**src/rtl/twq_pkg.sv**
```systemverilog
package twq_pkg;

  // One-cycle commands from the control to the datapath
  typedef struct packed {
    logic pushWheel;  // write the insert port into its bucket
    logic pushFar;    // write the insert port into a free overflow slot
    logic popHead;    // drop the head of the current bucket
    logic migrate;    // move one in-window overflow entry into the wheel
    logic advance;    // step the scan index (and base on wrap)
  } twq_strobe_t;

endpackage

```
**src/rtl/twq_bucket.sv**
```systemverilog
module twq_bucket #(
  parameter int DATA_W = 8,
  parameter int DEPTH  = 4
) (
  input  logic              clk,
  input  logic              rstN,
  input  logic              push,
  input  logic [DATA_W-1:0] pushData,
  input  logic              pop,
  output logic [DATA_W-1:0] headData,
  output logic              isEmpty,
  output logic              isFull
);
  localparam int PTRW = (DEPTH > 1) ? $clog2(DEPTH) : 1;
  localparam int CNTW = $clog2(DEPTH + 1);

  logic [DATA_W-1:0] mem [DEPTH];
  logic [PTRW-1:0]   rdPtr, wrPtr;
  logic [CNTW-1:0]   count;

  function automatic logic [PTRW-1:0] nextPtr(input logic [PTRW-1:0] p);
    return (p == PTRW'(DEPTH - 1)) ? '0 : p + 1'b1;
  endfunction

  always_ff @(posedge clk) begin
    if (push) mem[wrPtr] <= pushData;
  end

  always_ff @(posedge clk) begin
    if (!rstN) begin
      rdPtr <= '0;
      wrPtr <= '0;
      count <= '0;
    end else begin
      if (push) wrPtr <= nextPtr(wrPtr);
      if (pop)  rdPtr <= nextPtr(rdPtr);
      case ({push, pop})
        2'b10:   count <= count + 1'b1;
        2'b01:   count <= count - 1'b1;
        default: count <= count;
      endcase
    end
  end

  assign headData = mem[rdPtr];
  assign isEmpty  = (count == '0);
  assign isFull   = (count == CNTW'(DEPTH));


  bkt_overflow_chk: assert property (@(posedge clk) disable iff (!rstN)
    push |-> !isFull);


  bkt_underflow_chk: assert property (@(posedge clk) disable iff (!rstN)
    pop |-> !isEmpty);

endmodule

```
**src/rtl/twq_datapath.sv**
```systemverilog
module twq_datapath
  import twq_pkg::*;
#(
  parameter int TIME_W    = 16,
  parameter int DATA_W    = 8,
  parameter int WHEEL_LEN = 16,
  parameter int BKT_DEPTH = 4,
  parameter int FAR_DEPTH = 8
) (
  input  logic                 clk,
  input  logic                 rstN,
  input  twq_strobe_t          strobe,
  input  logic [TIME_W-1:0]    insTime,
  input  logic [DATA_W-1:0]    insData,
  output logic [TIME_W-1:0]    curTime,
  output logic [DATA_W-1:0]    popData,
  output logic [WHEEL_LEN-1:0] bktEmpty,
  output logic [WHEEL_LEN-1:0] bktFull,
  output logic                 farFull,
  output logic                 farAny,
  output logic                 migValid
);
  localparam int IDXW = $clog2(WHEEL_LEN);
  localparam int HIW  = TIME_W - IDXW;
  localparam int FARW = (FAR_DEPTH > 1) ? $clog2(FAR_DEPTH) : 1;

  // scan position: time = {baseHi, curIdx}, one unit per quantum
  logic [HIW-1:0]  baseHi;
  logic [IDXW-1:0] curIdx;

  // overflow store
  logic [FAR_DEPTH-1:0] farValid;
  logic [TIME_W-1:0]    farTime [FAR_DEPTH];
  logic [DATA_W-1:0]    farData [FAR_DEPTH];
  logic [FAR_DEPTH-1:0] fitVec;
  logic [FARW-1:0]      freeSlot, migSlot;
  logic [IDXW-1:0]      migIdx;
  logic [DATA_W-1:0]    migData;

  logic [DATA_W-1:0] headArr [WHEEL_LEN];

  assign curTime = {baseHi, curIdx};
  assign farFull = &farValid;
  assign farAny  = |farValid;

  always_comb begin
    freeSlot = '0;
    for (int j = FAR_DEPTH - 1; j >= 0; j--)
      if (!farValid[j]) freeSlot = FARW'(j);
  end

  // an entry may move when it is in the current lap and its bucket has room
  always_comb begin
    for (int j = 0; j < FAR_DEPTH; j++)
      fitVec[j] = farValid[j] && (farTime[j][TIME_W-1:IDXW] == baseHi)
                  && !bktFull[farTime[j][IDXW-1:0]];
  end

  always_comb begin
    migSlot = '0;
    for (int j = FAR_DEPTH - 1; j >= 0; j--)
      if (fitVec[j]) migSlot = FARW'(j);
  end

  assign migValid = |fitVec;
  assign migIdx   = farTime[migSlot][IDXW-1:0];
  assign migData  = farData[migSlot];

  for (genvar g = 0; g < WHEEL_LEN; g++) begin : g_bkt
    logic bPush, bPop;
    logic [DATA_W-1:0] bData;
    assign bPush = (strobe.pushWheel && (insTime[IDXW-1:0] == IDXW'(g)))
                || (strobe.migrate && (migIdx == IDXW'(g)));
    assign bData = strobe.migrate ? migData : insData;
    assign bPop  = strobe.popHead && (curIdx == IDXW'(g));
    twq_bucket #(.DATA_W(DATA_W), .DEPTH(BKT_DEPTH)) u_bkt (
      .clk      (clk),
      .rstN     (rstN),
      .push     (bPush),
      .pushData (bData),
      .pop      (bPop),
      .headData (headArr[g]),
      .isEmpty  (bktEmpty[g]),
      .isFull   (bktFull[g])
    );
  end

  assign popData = headArr[curIdx];

  always_ff @(posedge clk) begin
    if (!rstN) begin
      farValid <= '0;
    end else begin
      if (strobe.pushFar) farValid[freeSlot] <= 1'b1;
      if (strobe.migrate) farValid[migSlot]  <= 1'b0;
    end
  end

  always_ff @(posedge clk) begin
    if (strobe.pushFar) begin
      farTime[freeSlot] <= insTime;
      farData[freeSlot] <= insData;
    end
  end

  always_ff @(posedge clk) begin
    if (!rstN) begin
      baseHi <= '0;
      curIdx <= '0;
    end else if (strobe.advance) begin
      if (curIdx == IDXW'(WHEEL_LEN - 1)) begin
        curIdx <= '0;
        baseHi <= baseHi + 1'b1;
      end else begin
        curIdx <= curIdx + 1'b1;
      end
    end
  end


  scan_step_chk: assert property (@(posedge clk) disable iff (!rstN)
    !$stable(curTime) |-> (curTime == $past(curTime) + TIME_W'(1)));


  wrap_base_chk: assert property (@(posedge clk) disable iff (!rstN)
    ($past(strobe.advance) && ($past(curIdx) == IDXW'(WHEEL_LEN - 1)))
      |-> (curIdx == '0 && baseHi == $past(baseHi) + 1'b1));


  mig_excl_chk: assert property (@(posedge clk) disable iff (!rstN)
    strobe.migrate |-> !(strobe.popHead || strobe.pushWheel || strobe.pushFar || strobe.advance));

  for (genvar j = 0; j < FAR_DEPTH; j++) begin : g_farChk

    far_future_chk: assert property (@(posedge clk) disable iff (!rstN)
      farValid[j] |-> (farTime[j][TIME_W-1:IDXW] >= baseHi));
  end

endmodule

```
**src/rtl/twq_ctrl.sv**
```systemverilog
module twq_ctrl
  import twq_pkg::*;
#(
  parameter int TIME_W    = 16,
  parameter int WHEEL_LEN = 16
) (
  input  logic                 clk,
  input  logic                 rstN,
  input  logic                 insValid,
  input  logic [TIME_W-1:0]    insTime,
  input  logic                 popReady,
  input  logic [TIME_W-1:0]    curTime,
  input  logic [WHEEL_LEN-1:0] bktEmpty,
  input  logic [WHEEL_LEN-1:0] bktFull,
  input  logic                 farFull,
  input  logic                 farAny,
  input  logic                 migValid,
  output twq_strobe_t          strobe,
  output logic                 insReady,
  output logic                 popValid,
  output logic                 empty,
  output logic                 insErr
);
  localparam int IDXW = $clog2(WHEEL_LEN);
  localparam logic [TIME_W:0] WIN = (TIME_W+1)'(WHEEL_LEN);

  logic [IDXW-1:0] curIdx, tgtIdx;
  logic isLate, isFar, hasWork, accept;

  always_comb begin
    curIdx  = curTime[IDXW-1:0];
    tgtIdx  = insTime[IDXW-1:0];
    isLate  = insTime < curTime;
    isFar   = {1'b0, insTime} >= ({1'b0, curTime} + WIN);
    hasWork = !(&bktEmpty) || farAny;

    if (migValid)    insReady = 1'b0;
    else if (isLate) insReady = 1'b1;
    else if (isFar)  insReady = !farFull;
    else             insReady = !bktFull[tgtIdx];
    accept = insValid && insReady;

    strobe           = '0;
    strobe.pushWheel = accept && !isLate && !isFar;
    strobe.pushFar   = accept && isFar;
    popValid         = !migValid && !bktEmpty[curIdx];
    strobe.popHead   = popValid && popReady;
    strobe.migrate   = migValid;
    strobe.advance   = !migValid && bktEmpty[curIdx] && hasWork
                       && !(strobe.pushWheel && (tgtIdx == curIdx));
    empty            = !hasWork;
  end

  always_ff @(posedge clk) begin
    if (!rstN) insErr <= 1'b0;
    else       insErr <= accept && isLate;
  end


  empty_pop_chk: assert property (@(posedge clk) disable iff (!rstN)
    empty |-> !popValid);


  late_err_chk: assert property (@(posedge clk) disable iff (!rstN)
    insErr |-> $past(insValid && insReady && (insTime < curTime)));


  pop_hold_chk: assert property (@(posedge clk) disable iff (!rstN)
    (popValid && !popReady) |=> (popValid && $stable(curTime)));

endmodule

```
**src/rtl/twq_top.sv**
```systemverilog
module twq_top
  import twq_pkg::*;
#(
  parameter int TIME_W    = 16,
  parameter int DATA_W    = 8,
  parameter int WHEEL_LEN = 16,
  parameter int BKT_DEPTH = 4,
  parameter int FAR_DEPTH = 8
) (
  input  logic              clk,
  input  logic              rstN,
  input  logic              insValid,
  input  logic [TIME_W-1:0] insTime,
  input  logic [DATA_W-1:0] insData,
  output logic              insReady,
  output logic              insErr,
  input  logic              popReady,
  output logic              popValid,
  output logic [TIME_W-1:0] popTime,
  output logic [DATA_W-1:0] popData,
  output logic [TIME_W-1:0] curTime,
  output logic              empty
);
  twq_strobe_t          strobe;
  logic [WHEEL_LEN-1:0] bktEmpty, bktFull;
  logic                 farFull, farAny, migValid;

  twq_ctrl #(.TIME_W(TIME_W), .WHEEL_LEN(WHEEL_LEN)) u_ctrl (
    .clk      (clk),
    .rstN     (rstN),
    .insValid (insValid),
    .insTime  (insTime),
    .popReady (popReady),
    .curTime  (curTime),
    .bktEmpty (bktEmpty),
    .bktFull  (bktFull),
    .farFull  (farFull),
    .farAny   (farAny),
    .migValid (migValid),
    .strobe   (strobe),
    .insReady (insReady),
    .popValid (popValid),
    .empty    (empty),
    .insErr   (insErr)
  );

  twq_datapath #(
    .TIME_W(TIME_W), .DATA_W(DATA_W), .WHEEL_LEN(WHEEL_LEN),
    .BKT_DEPTH(BKT_DEPTH), .FAR_DEPTH(FAR_DEPTH)
  ) u_dp (
    .clk      (clk),
    .rstN     (rstN),
    .strobe   (strobe),
    .insTime  (insTime),
    .insData  (insData),
    .curTime  (curTime),
    .popData  (popData),
    .bktEmpty (bktEmpty),
    .bktFull  (bktFull),
    .farFull  (farFull),
    .farAny   (farAny),
    .migValid (migValid)
  );

  assign popTime = curTime;

endmodule

```
**config.mk**
```make
export PLATFORM = sky130hd
export DESIGN_NAME = twq_top
export DESIGN_NICKNAME = d
export VERILOG_FILES = /design/src/rtl/twq_pkg.sv /design/src/rtl/twq_bucket.sv /design/src/rtl/twq_datapath.sv /design/src/rtl/twq_ctrl.sv /design/src/rtl/twq_top.sv
export SDC_FILE = /design/constraint.sdc
export NUM_CORES = 1
export LEC_CHECK = 0
export ABC_AREA = 1
export CAP_MARGIN = 20
export CORE_MARGIN = 2
export CORE_UTILIZATION = 61
export DETAILED_ROUTE_END_ITERATION = 7
export PLACE_DENSITY = 0.88
export RECOVER_POWER = 25
export REMOVE_ABC_BUFFERS = 1
export SYNTH_ARGS = -nofsm -noshare
export SYNTH_HDL_FRONTEND = slang
export SYNTH_SLANG_ARGS = --single-unit
export TNS_END_PERCENT = 10
```
**constraint.sdc**
```tcl
create_clock -name clk -period 9.1 [get_ports clk]
set_input_delay 1.365 -clock clk [delete_from_list [all_inputs] [get_ports clk]]
set_output_delay 1.365 -clock clk [all_outputs]
set_load 0.05 [all_outputs]
```
; ---- Word-level counts from Yosys, hierarchy flattened
; Memory sizes are Yosys's and may differ from the RTL's. A register that Yosys moved wholly into a read port is not among the register bits.
; Index checks and enable logic that the tools add are counted.
[op_classes]
add_sub_neg = 67
n_lt_le_gt_ge = 17
n_eq_ne = 134
mux = 165
n_bitwise = 4
reduce_logical = 151
[ops]
columns = operator, count
row1 = $mux W2, 64
row2 = $eq A12 B12 Y1, 8
row3 = $eq A2 B2 Y1 const B, 48
row4 = $eq A4 B4 Y1 const B, 24
row5 = $pmux W3 S2, 16
row6 = $logic_and A1 B1 Y1, 77
row7 = $add A2 B1 Y2 const B, 32
row8 = $lt A4 B5 Y1 const B, 10
row9 = $mux W1, 49
row10 = $add A3 B1 Y3 const B, 16
row11 = $eq A3 B3 Y1 const B, 16
row12 = $eq A4 B3 Y1 const B, 12
row13 = $logic_not A3 Y1, 16
row14 = $mux W3, 16
row15 = $mux W8, 6
row16 = $sub A3 B1 Y3 const B, 16
row17 = $bmux W1 S4, 10
row18 = $bmux W8 S4, 1
row19 = $eq A2 B1 Y1 const B, 16
row20 = $reduce_bool A2 Y1, 16
row21 = $eq A4 B2 Y1 const B, 6
row22 = $add A16 B5 Y17 const B, 1
row23 = $ge A16 B17 Y1, 1
row24 = $logic_not A1 Y1, 17
row25 = 20 further kinds, 44
[totals]
ff_bits = 137
ram_bits = 704
in_bits = 28
output_inout_bits = 44
word_cells = 608
mem_count = 18
[mem_list]
columns = name, words, width, read_ports, rd_ports_with_merged_regs, wr, line
row1 = u_dp.farTime, 8, 16, 9, 0, 1, twq_datapath.sv:33  ; logic [TIME_W-1:0] farTime [FAR_DEPTH];
row2 = u_dp.farData, 8, 8, 1, 0, 1, twq_datapath.sv:34  ; logic [DATA_W-1:0] farData [FAR_DEPTH];
row3 = u_dp.g_bkt[0].u_bkt.mem, 4, 8, 1, 1, 1, twq_bucket.sv:17  ; logic [DATA_W-1:0] mem [DEPTH];
row4 = u_dp.g_bkt[10].u_bkt.mem, 4, 8, 1, 1, 1, twq_bucket.sv:17
row5 = u_dp.g_bkt[11].u_bkt.mem, 4, 8, 1, 1, 1, twq_bucket.sv:17
row6 = u_dp.g_bkt[12].u_bkt.mem, 4, 8, 1, 1, 1, twq_bucket.sv:17
row7 = +12 memories, -, -, -, -, -, -

; ---- Depth between registers and ports, before layout
[logic_depth]
depth_word = 20
depth_mapped = 36
ltp_nobuf = 34

; ---- By module
; From an unflattened synthesis, not the netlist that was laid out.
[unflattened]
hier_cells = 4095
hier_area_um2 = 41033.1
[by_module_without_submodules]
columns = module, instances, cells_each, area_each_um2, seq_area_each_um2
row1 = twq_bucket (u_dp.g_bkt[12].u_bkt ...), 11, 136, 1654.1, 1141.1
row2 = twq_datapath, 1, 1651, 13010.0, 6246.0
row3 = twq_bucket (u_dp.g_bkt[0].u_bkt ...), 5, 136, 1656.6, 1141.1
row4 = twq_ctrl, 1, 252, 1425.1, 20.0
row5 = twq_top, 1, 16, 120.1, 0.0

; ---- Least setup slack after synthesis
; OpenSTA, ideal clock, no wires.
[synth_timing]
path_type = reg2reg
startpoint = register u_dp.baseHi[0]
endpoint = memory u_dp.farData[1][0], enable pin
setup_time_ps = 437
t_arrival_ps = 5261
required_ps = 8663
setup_slack_ps = 3402
path_stages_with_launch = 23
path_buffers = 2
period_less_slack_ps = 5698
cell_sequence = dfxtp_1 -> buf_4 -> inv_2 -> buf_4 -> nor3_1 -> inv_1 -> nor2_1 -> inv_1 -> nor3_1 -> nand3_1 -> nor3_1 -> xor2_1 -> ha_1 -> nand2_1 -> nor4_1 -> nand3_1 -> nand3b_1 -> o31ai_1 -> nand2_1 -> nand3_1 -> inv_2 -> nand2_1 -> nor3_1
[synth_between]
elab_chain_len = 9
word_cells_on_any_way = 35
cone_classes = add/sub: 1 / order compare: 2 / eq/ne: 8 / mux: 5 / reduce/logical: 19
[synth_rtl]
columns = element, line
row1 = from (decl), twq_datapath.sv:28  ; logic [HIW-1:0] baseHi;
row2 = from (signal assigned), twq_datapath.sv:113  ; baseHi <= baseHi + 1'b1;
row3 = $add A16 B5 Y17 / $eq A12 B12 Y1 (equally long branches), "twq_ctrl.sv:34, twq_datapath.sv:55"
row4 = $ge A16 B17 Y1 / $logic_and A1 B1 Y1 (equally long branches), "twq_ctrl.sv:34, twq_datapath.sv:55"
row5 = $mux W1 / $logic_and A1 B1 Y1 (equally long branches), "twq_ctrl.sv:39, twq_datapath.sv:56"
row6 = $mux W1 / $reduce_or A8 Y1 (equally long branches), "twq_ctrl.sv:38, twq_datapath.sv:65"
row7 = $mux W1, twq_ctrl.sv:37  ; if (migValid) insReady = 1'b0;
row8 = $logic_and A1 B1 Y1, twq_ctrl.sv:41  ; accept = insValid && insReady;
row9 = $logic_and A1 B1 Y1 *, twq_ctrl.sv:45  ; strobe.pushFar = accept && isFar;
row10 = $mux W1 *, twq_datapath.sv:100  ; if (strobe.pushFar) begin
row11 = $mux W1 (implied by the code) *, twq_datapath.sv:102  ; farData[freeSlot] <= insData;
row12 = to (decl), twq_datapath.sv:34
; Every way passes the cells marked *; elsewhere a longest branch is shown, timed or not.

; ---- Worst setup path after layout
[layout_timing]
startpoint = register u_dp.curIdx[0]
endpoint = output port popValid
[layout_between]
elab_chain_len = 4
[layout_rtl]
columns = element, line
row1 = from (decl), twq_datapath.sv:29  ; logic [IDXW-1:0] curIdx;
row2 = from (signal assigned), twq_datapath.sv:115  ; curIdx <= curIdx + 1'b1;
row3 = $bmux W1 S4, twq_ctrl.sv:46  ; popValid = !migValid && !bktEmpty[curIdx];
row4 = $mux W1 (implied by the code), twq_ctrl.sv:46
row5 = $logic_not A1 Y1, twq_ctrl.sv:46
row6 = $logic_and A1 B1 Y1, twq_ctrl.sv:46
row7 = to (decl), twq_top.sv:18  ; output logic popValid,
; Every way passes these cells. The select of a mux whose other input is x is not followed.

==> metrics.cfg <==
[cells_and_area]
diodes = 0
finish.utilization = 0.680
area_growth_syn_to_layout_pct = 10.1
drive_gt1_frac = 0.0677
nNetsFinal = 4209

[timing]
slew_viol_final = 109
hold_viol_final = 0
skew_ns = 0.0256
slew_headroom = -1.12
finalSetupTns_ns = 0
fmax_ghz = 0.130
setup_viol = 0
hold_ws_ns = 0.483
worstMarginPinSlew_ns = 3.18
rsz0062_at_grt = no
fin_crit_ns = 7.70
min_period_over_period = 0.846

[power]
irDropWorstVdd_uv = 195
power_density_mw_per_mm2 = 197
p_leak_uw = 0.0169
p_seq_frac = 0.497
pwr-share-comb = 0.107
internal_power_uw = 6590
clkPwrFrac = 0.397
switching_share = 0.253
p_switching_uw = 2240

[grt]
grt_max_degree = 100
grt_util_met2 = 0.527
met3_usage = 0.0614
track_usage = 0.322
overflow = 0
grtUsageMet1 = 0.408
grt_pass1_wl_mm = 171
grt_pass1_vias = 30100
antenna_found_initial = 2
grt-busiest-layer = met2

[logic_synthesis]
synth_area_sq_mm = 0.0408
async_reset_ff_frac = 0
synth-edff-count = 704
synth-seq-cells = 873
synth_area_per_cell_sq_um = 10.2
yosys_warnings = 0
synth_area_leaders = edfxtp_1 52%, dfxtp_1 8.3%, nor2_1 5.4%
ys_types = 54
post-synth-top-count-cell = edfxtp_1
ys_seq_area_frac = 0.602
synthCells = 3983
yosys.area.top_type = edfxtp_1
post-synth-top-area-fraction = 0.519
synth_ff_type = edfxtp_1
netlist_top_cells_count = 704 x edfxtp_1, 590 x nor2_1, 520 x nand2_1

[critical_path]
crit_path_max_incr_delay_ns = 2.26
rrSetupSlack_ns = 1.40
cp_num_buf_inv = 5
start_kind = flip-flop
crit_chain = clkbuf_1, nand2_1, clkinv_1, buf_4, nand2_1, o21ai_0, o21ai_0, nand4_1, inv_1, nor2_1, clkdlybuf4s50_1
slowest_stage = clkbuf_1
crit_path_max_fanout = 43
crit_type = reg2out
crit_required_ns = 7.74
end_kind = output pin
crit_arrival_ns = 6.33
cpLargestDelayFamily = buffers and inverters

[detailed_routing]
drt.antenna.violating_nets = 0
firstDrtPassIters = 6
drc_errors = 0
first_iter_violations = 4345
wl_per_cell_um = 22.7
wl_mm = 113
vias = 31200
vias_per_cell = 6.27

[floorplan]
die_h_um = 262
io_pins = 72
die_area_sq_mm = 0.0689
rows = 94
die_x_um = 262
core_area_sq_mm = 0.0660
start_util = 0.618

[clocking]
insertion_delay_ns = 0.65
clk_pin_slew_ns = 0.06
cts_root_buffer = clkbuf_16
post_cts_resized = 0
cts_htree_levels = 3
cts_tree = done
ctsHoldBuffers = 0
numClockSinks = 873
post-cts-setup-buffers = 0
clockBufferDepth = 3
cts_buffers = 85

[outcome]
failed_checks = capacitance limit, slew limit
outcome = complete, but fails checks

[run]
maxCapViolCount = 2

[min_path]
holdCritPathClass = reg2reg

[place]
place.gp.congestion = 1.00
io_buffer_count = 71
dp_hpwl_mm = 73.7

## logic make-up after synthesis
kind of cell,synth area share
compound gates,0.107
simple gates,0.175
flops,0.602
xor+xnor,0.00774
fa+ha+maj,0.0478
buf+inv,0.0537
mux,0.00786
## path summary, 6_finish.rpt
| check | startpoint | to | depth (start not counted) |
|---|---|---|---|
| setup / recovery | u_dp.curIdx[0] | popValid | 11 |
| hold / removal | u_dp.g_bkt[0].u_bkt.count[0] | u_dp.g_bkt[0].u_bkt.count[0] | 1 |
| setup reg to reg | u_dp.baseHi[7] | u_dp.g_bkt[15].u_bkt.mem[1][3] | 16 |
| hold reg to reg | u_dp.g_bkt[0].u_bkt.count[0] | u_dp.g_bkt[0].u_bkt.count[0] | 1 |
## power groups by stage
stage                     Clock, uW  Sequential (uW)  Combinational [uW]
after floorplan                   0             4490                 491
after global placement            0             4470                 888
after detailed placement          0             4470                 910
after CTS                      3500             4380                 919
after global routing           3650             4390                 983
final                          3500             4380                 941
## final cells by class
class	instances	area, sq um
repair buffers	96	905
clock buffers	116	2400
clock inverters	43	362
well taps	864	1080
fillers	4552	21100
flip-flops and latches	873	24500
inverters	404	1520
multi-input cells	2575	14100
## through the flow
stage               power [uW]  worst slack [ns]  cell area [sq um]  cells
floorplan                 4980              3.04              40100   3852
global placement          5350              2.92              42100   4811
detailed placement        5380              2.92              42100   4811
CTS                       8800              2.38              44900   4970
global route              9020              1.01              44900   4971
finish                    8830              1.40              44900   4971
## layer usage
metal / wire (um) / part of all wire
met1: 41300 / 0.37
met4: 6550 / 0.058
met3: 11800 / 0.11
met2: 53000 / 0.47
met5: 10 / 0.000089
## sequential cells by signal, summed over array words and instances (netlist names), named ones only
register	flops
u_dp.farTime	128
u_ctrl.insErr	1
u_dp.farData	64
u_dp.g_bkt.u_bkt.mem	512
u_dp.baseHi	12
u_dp.farValid	8
u_dp.g_bkt.u_bkt.wrPtr	32
u_dp.g_bkt.u_bkt.count	48
u_dp.g_bkt.u_bkt.rdPtr	32
u_dp.curIdx	4
## layout by cell type, fill, tap and decap left out, drive strengths merged, types with 13 or more instances in the layout
master         netlist  layout
o21ai              386     386
a31oi               32      32
clkdlybuf4s50        0      13
a21oi              115     115
nor2               616     616
nand2              541     541
o221ai              66      66
mux2i               32      32
xor2                29      29
clkbuf              74     119
ha                 130     130
nand4               54      54
dfxtp              169     169
o22ai               71      71
clkinv               3      33
o211a               18      18
nor3                54      54
inv                401     406
edfxtp             704     704
or2                 37      37
dlygate4sd3          0      57
buf                 57      23
fa                  16      16
nand3              290     290
o211ai              21      21
Power figures use the tool's default switching activity.
